==> src/rtl/wdt_guard_pkg.sv <==
package wdt_guard_pkg;

    localparam int SEL_W = 3;

    typedef struct packed {
        logic             unlock;
        logic             en;
        logic [SEL_W-1:0] sel;
    } wdt_ctrl_t;

    localparam int CTRL_W = $bits(wdt_ctrl_t);

endpackage

==> src/rtl/wdt_guard_ctrl.sv <==
module wdt_guard_ctrl
    import wdt_guard_pkg::*;
#(
    parameter int UNLOCK_CYCLES = 4
) (
    input  logic             clk,
    input  logic             rst_n,
    input  logic             wr_en_i,
    input  wdt_ctrl_t        wr_i,
    output logic             en_o,
    output logic [SEL_W-1:0] sel_o,
    output wdt_ctrl_t        rd_o
);

    localparam int WIN_W = $clog2(UNLOCK_CYCLES + 1);

    typedef struct packed {
        logic             en;
        logic [SEL_W-1:0] sel;
        logic [WIN_W-1:0] win;
    } ctrl_st_t;

    ctrl_st_t st_d, st_q;
    logic     open_q;

    assign open_q = (st_q.win != '0);

    always_comb begin
        st_d = st_q;
        if (open_q) begin
            st_d.win = st_q.win - 1'b1;
        end
        if (wr_en_i) begin
            st_d.sel = wr_i.sel;
            if (wr_i.en) begin
                st_d.en = 1'b1;
            end else if (open_q) begin
                st_d.en = 1'b0;
            end
            if (wr_i.unlock && wr_i.en) begin
                st_d.win = WIN_W'(UNLOCK_CYCLES);
            end
        end
    end

    always_ff @(posedge clk or negedge rst_n) begin
        if (!rst_n) begin
            st_q <= '0;
        end else begin
            st_q <= st_d;
        end
    end

    assign en_o  = st_q.en;
    assign sel_o = st_q.sel;

    always_comb begin
        rd_o        = '0;
        rd_o.unlock = open_q;
        rd_o.en     = st_q.en;
        rd_o.sel    = st_q.sel;
    end

    // a zero write outside the window keeps the run bit
    p_plain_zero_keeps_r3: assert property (@(posedge clk) disable iff (!rst_n)
        (wr_en_i && !wr_i.en && !open_q && st_q.en) |=> st_q.en);

    // window counter never exceeds its programmed length
    p_window_bound_r4: assert property (@(posedge clk) disable iff (!rst_n)
        st_q.win <= WIN_W'(UNLOCK_CYCLES));

    // the window only opens after a key write with run bit set
    p_window_needs_key_r4: assert property (@(posedge clk) disable iff (!rst_n)
        $rose(open_q) |-> $past(wr_en_i && wr_i.unlock && wr_i.en));

    // the run bit only falls while the window was open
    p_guarded_clear_r5: assert property (@(posedge clk) disable iff (!rst_n)
        $fell(st_q.en) |-> $past(open_q));

endmodule

==> src/rtl/wdt_guard_limit.sv <==
module wdt_guard_limit
    import wdt_guard_pkg::*;
#(
    parameter int BASE_LOG2 = 14,
    parameter int CNT_W     = BASE_LOG2 + (1 << SEL_W) - 1
) (
    input  logic [SEL_W-1:0] sel_i,
    output logic [CNT_W-1:0] term_o
);

    localparam int CODES = 1 << SEL_W;

    logic [CNT_W-1:0] term_lut [CODES];

    for (genvar g = 0; g < CODES; g++) begin : g_term
        assign term_lut[g] = {CNT_W{1'b1}} >> (CODES - 1 - g);
    end

    assign term_o = term_lut[sel_i];

endmodule

==> src/rtl/wdt_guard_count.sv <==
module wdt_guard_count #(
    parameter int CNT_W = 21
) (
    input  logic             clk,
    input  logic             rst_n,
    input  logic             en_i,
    input  logic             tick_i,
    input  logic             kick_i,
    input  logic [CNT_W-1:0] term_i,
    output logic             req_o
);

    typedef struct packed {
        logic [CNT_W-1:0] cnt;
        logic             req;
    } cnt_st_t;

    cnt_st_t st_d, st_q;
    logic    step_w;
    logic    expire_w;

    assign step_w   = en_i && tick_i && !kick_i;
    assign expire_w = (st_q.cnt >= term_i);

    always_comb begin
        st_d     = st_q;
        st_d.req = 1'b0;
        if (kick_i) begin
            st_d.cnt = '0;
        end else if (step_w) begin
            if (expire_w) begin
                st_d.cnt = '0;
                st_d.req = 1'b1;
            end else begin
                st_d.cnt = st_q.cnt + 1'b1;
            end
        end
    end

    always_ff @(posedge clk or negedge rst_n) begin
        if (!rst_n) begin
            st_q <= '0;
        end else begin
            st_q <= st_d;
        end
    end

    assign req_o = st_q.req;

    // the request lasts one clock
    p_single_pulse_r6: assert property (@(posedge clk) disable iff (!rst_n)
        st_q.req |=> !st_q.req);

    // the service strobe always leaves a zero count
    p_kick_zero_r7: assert property (@(posedge clk) disable iff (!rst_n)
        kick_i |=> (st_q.cnt == '0));

    // a request needs a tick while running and no strobe
    p_req_cause_r8: assert property (@(posedge clk) disable iff (!rst_n)
        st_q.req |-> $past(en_i && tick_i && !kick_i));

    // without a running tick or a strobe the count holds
    p_hold_r8: assert property (@(posedge clk) disable iff (!rst_n)
        (!kick_i && !(en_i && tick_i)) |=> $stable(st_q.cnt));

endmodule

==> src/rtl/wdt_guard.sv <==
module wdt_guard
    import wdt_guard_pkg::*;
#(
    parameter int BASE_LOG2     = 14,
    parameter int UNLOCK_CYCLES = 4
) (
    input  logic              clk,
    input  logic              rst_n,
    input  logic              wr_en,
    input  logic [CTRL_W-1:0] wr_data,
    input  logic              kick,
    input  logic              tick,
    output logic [CTRL_W-1:0] rd_data,
    output logic              rst_req
);

    localparam int CNT_W = BASE_LOG2 + (1 << SEL_W) - 1;

    wdt_ctrl_t        wr_s;
    wdt_ctrl_t        rd_s;
    logic             en_s;
    logic [SEL_W-1:0] sel_s;
    logic [CNT_W-1:0] term_s;

    assign wr_s    = wdt_ctrl_t'(wr_data);
    assign rd_data = rd_s;

    wdt_guard_ctrl #(
        .UNLOCK_CYCLES(UNLOCK_CYCLES)
    ) u_ctrl (
        .clk    (clk),
        .rst_n  (rst_n),
        .wr_en_i(wr_en),
        .wr_i   (wr_s),
        .en_o   (en_s),
        .sel_o  (sel_s),
        .rd_o   (rd_s)
    );

    wdt_guard_limit #(
        .BASE_LOG2(BASE_LOG2),
        .CNT_W    (CNT_W)
    ) u_limit (
        .sel_i (sel_s),
        .term_o(term_s)
    );

    wdt_guard_count #(
        .CNT_W(CNT_W)
    ) u_count (
        .clk   (clk),
        .rst_n (rst_n),
        .en_i  (en_s),
        .tick_i(tick),
        .kick_i(kick),
        .term_i(term_s),
        .req_o (rst_req)
    );

    // no request while the run bit reads clear
    p_quiet_when_off_r8: assert property (@(posedge clk) disable iff (!rst_n)
        rst_req |-> $past(rd_data[3]));

endmodule

==> config.mk <==
export PLATFORM = sky130hd
export DESIGN_NAME = wdt_guard
export DESIGN_NICKNAME = d
export VERILOG_FILES = /design/src/rtl/wdt_guard_pkg.sv /design/src/rtl/wdt_guard_ctrl.sv /design/src/rtl/wdt_guard_limit.sv /design/src/rtl/wdt_guard_count.sv /design/src/rtl/wdt_guard.sv
export SDC_FILE = /design/constraint.sdc
export NUM_CORES = 1
export LEC_CHECK = 0
export ABC_AREA = 0
export BUFFER_PORTS_ARGS = -buffer_cell sky130_fd_sc_hd__buf_2
export CAP_MARGIN = 40
export CORE_ASPECT_RATIO = 2
export CORE_MARGIN = 2
export CORE_UTILIZATION = 63
export CTS_BUF_LIST = sky130_fd_sc_hd__clkbuf_8 sky130_fd_sc_hd__clkbuf_16
export DETAILED_ROUTE_END_ITERATION = 6
export PLACE_DENSITY = 0.81
export SKIP_CTS_REPAIR_TIMING = 1
export SLEW_MARGIN = 0
export SYNTH_ARGS = -nofsm -noshare
export SYNTH_HDL_FRONTEND = slang
export SYNTH_SLANG_ARGS = --single-unit
==> constraint.sdc <==
create_clock -name clk -period 5 [get_ports clk]
set_input_delay 0.25 -clock clk [delete_from_list [all_inputs] [get_ports clk]]
set_output_delay 0.25 -clock clk [all_outputs]
set_load 0.01 [all_outputs]
==> run_results.csv <==
group,metric,value,unit
status,status,"finished clean",
placement,hpwl,3.18,mm
clock_network,htreeDepth,2,
logic_synthesis,synth_enable_flop_cells,0,
logic_synthesis,synth_top_area_share,39.0,%
cells_and_area,layout_common_cells,"dfrtp_1, a31oi_1, nand2_1, buf_2",
timing,rsz0062_at_grt,"false",
routing,drc,0,
floorplan,die_area,3430,µm²
grt,grt_pass1_vias,1561,
cells_and_area,final_area,2000,µm²
routing,drt_wl_total,4.40,mm
power_and_ir_drop,p_leak,0.868,nW
timing,worst_slew_pin_slew,0.919,ns
flow_run,cap_viol_max_count,0,
clock_network,cts_made_buffers,5,
logic_synthesis,synth-seq-cells,29,
power_and_ir_drop,irDropWorstVdd,0.225,mV
grt,track_usage,28.1,%
logic_synthesis,yosysSeqAreaShare,39.0,%
power_and_ir_drop,powerDensity,291,nW/µm²
worst_setup_path,cp-end-kind,"flip-flop",
logic_synthesis,yosysTopAreaCell,"dfrtp_1",
floorplan,rows,27,
floorplan,core-area,2770,µm²
floorplan,die_h,80.9,µm
min_path,hold_class,"in2async",
power_and_ir_drop,internal_power,0.408,mW
timing,finalHoldViolCount,0,
cells_and_area,fin_nets,233,
logic_synthesis,ys.warnings.count,0,
clock_network,cts_max_path_buffers,2,
placement,port_buffers,15,
logic_synthesis,avgSynthCellArea,9.21,µm²
timing,max_freq,364,MHz
worst_setup_path,crit_type,"reg2reg",
placement,place_congestion,0.832,
floorplan,io_pins,16,
worst_setup_path,cp_data_arrival_time,2.97,ns
timing,fin_tns_setup,0,ns
logic_synthesis,synthFlopType,"dfrtp_1",
routing,drt_pass1_iterations,4,
power_and_ir_drop,clkPwrFrac,32.6,%
routing,drtAntennaViolNets,0,
floorplan,initial_utilization,67.2,%
routing,drt_iter0_markers,45,
routing,wire_per_inst,18.2,µm
cells_and_area,fillerInstances,232,
logic_synthesis,syn_inst,202,
clock_network,clkSlewWorstSetupHoldPaths,0.06,ns
power_and_ir_drop,power_switching,0.171,mW
cells_and_area,synthToLayoutAreaGrowth,7.26,%
timing,post-route-period-util,54.9,%
worst_setup_path,required,5.22,ns
clock_network,insertion_delay,0.28,ns
cells_and_area,final_common_cell,"dfrtp_1",
power_and_ir_drop,comb_power_share,20.5,%
power_and_ir_drop,switching_share,29.6,%
clock_network,clock-root-buffer,"clkbuf_8",
floorplan,die_x,42.4,µm
routing,via_count,1625,
logic_synthesis,yosys-top-cells-area,"dfrtp_1, a31oi_1, ha_1",
power_and_ir_drop,share_seq_of_total_power,46.8,%
grt,grt_pass1_wl,7.20,mm
worst_setup_path,worst_setup_path_start_kind,"flip-flop",
clock_network,cts_tree,"done",
timing,worst_clock_skew,0.00587,ns
logic_synthesis,yosysUniqueCellTypes,42,
logic_synthesis,synth_area,1860,µm²
cells_and_area,drive_gt1_share,17.4,%
logic_synthesis,synth.net_count,222,
grt,antenna_found_initial,0,
grt,grt-ovfl-total,0,
cells_and_area,seqCellArea,726,µm²
timing,final-max-slew-violation-count,0,
routing,via_per_inst,6.71,
timing,slew_headroom,38.7,%
cells_and_area,multiInputGateArea,1020,µm²
cells_and_area,n_antenna_cell,0,
timing,setup_viol,0,
worst_setup_path,path_max_fanout,18,
timing,period_minus_slack,2.75,ns
placement,post_dp_cell_area,1910,µm²
clock_network,cts_sinks,29,
logic_synthesis,ys_async_sr_fraction,100,%
worst_setup_path,r2r_cells,8,
grt,grt_max_degree,34,
## kinds of logic (layout without fill, tap and decap cells)
family / Yosys count / in the layout / share of synthesized area, %
muxes: 2 / 2 / 1.21
buffers and inverters: 22 / 33 / 6.19
AOI/OAI and AO/OA: 56 / 56 / 21.0
DFF: 29 / 29 / 39.0
and+or+nand+nor: 82 / 82 / 25.4
xor gates and xnor gates: 1 / 1 / 0.471
adders and majority gates: 10 / 10 / 6.72
## state kept, by name, summed over array words and instances, names as in the netlist
signal and flops:
u_count.req_o 1, u_count.st_q 21, u_ctrl.en_o 1, u_ctrl.sel_o 3
u_ctrl.st_q 3
## path summary, 6_finish.rpt
kind / from / end / slack [ns]
worst min-delay path: rst_n / u_count.st_q[9] / 0.003
min in group clk: wr_data[2] / u_ctrl.sel_o[2] / 0.20
worst max-delay path: u_ctrl.sel_o[1] / u_count.st_q[2] / 2.25
worst max register to register: u_ctrl.sel_o[1] / u_count.st_q[2] / 2.25
max in group asynchronous: rst_n / u_count.st_q[20] / 4.57
worst min register to register: u_count.st_q[21] / u_count.st_q[21] / 0.51
## critical path: stages (launching register included)
cell	delay, ns
dfrtp_1	0.44
o21ai_0	0.22
ha_1	0.28
nand4_1	0.15
a21oi_1	0.09
a2111oi_4	0.81
buf_4	0.36
and2_1	0.20
a22o_1	0.14
## stage by stage
stage | cells | setup WS [ns] | utilization [%] | hold slack [ns] | power, mW
after floorplan | 202 | 3.00 | - | -0.0456 | 0.364
after global placement | 234 | 2.43 | 68.7 | 0.295 | 0.379
after detailed placement | 235 | 2.31 | 68.9 | 0.306 | 0.395
after CTS | 242 | 2.29 | 72.0 | 0.00532 | 0.585
after global routing | 242 | 2.00 | 72.0 | 0.0586 | 0.610
final | 242 | 2.25 | 72.0 | 0.00278 | 0.580
## cell usage after synthesis (4+ instances only)
cell and count:
nand3b_1 7, a31oi_1 23, ha_1 10, inv_1 8, nor2_1 14, buf_4 5
nor3_1 4, nand2_1 20, nand3_1 14, buf_2 5, nand4_1 8, a21oi_1 9
dfrtp_1 29, o21ai_0 6
## power groups by stage
stage                     Combinational, mW  Sequential (mW)  Clock, mW
after CTS                             0.120            0.271      0.193
after global placement                0.106            0.273          0
after floorplan                      0.0926            0.271          0
after detailed placement              0.120            0.275          0
after global routing                  0.135            0.273      0.202
final                                 0.119            0.271      0.189
## per-layer routing
metal / track usage [%] / routed length, µm / vias to the layer above
li1: - / - / 785
met1: 31.1 / 1650 / 786
met2: 52.5 / 2520 / 46
met3: 4.89 / 164 / 8
met4: 10.0 / 65 / 0
met5: 0 / 0 / -
## final cells by class
cell class / count / area share [%]
Clock buffer: 6 / 4.14
Sequential cell: 29 / 36.4
Multi-Input combinational cell: 151 / 51.1
Timing Repair Buffer: 18 / 4.89
Clock inverter: 1 / 0.188
Tap cell: 29 / 1.82
Inverter: 8 / 1.50
Power figures use the tool's default switching activity.
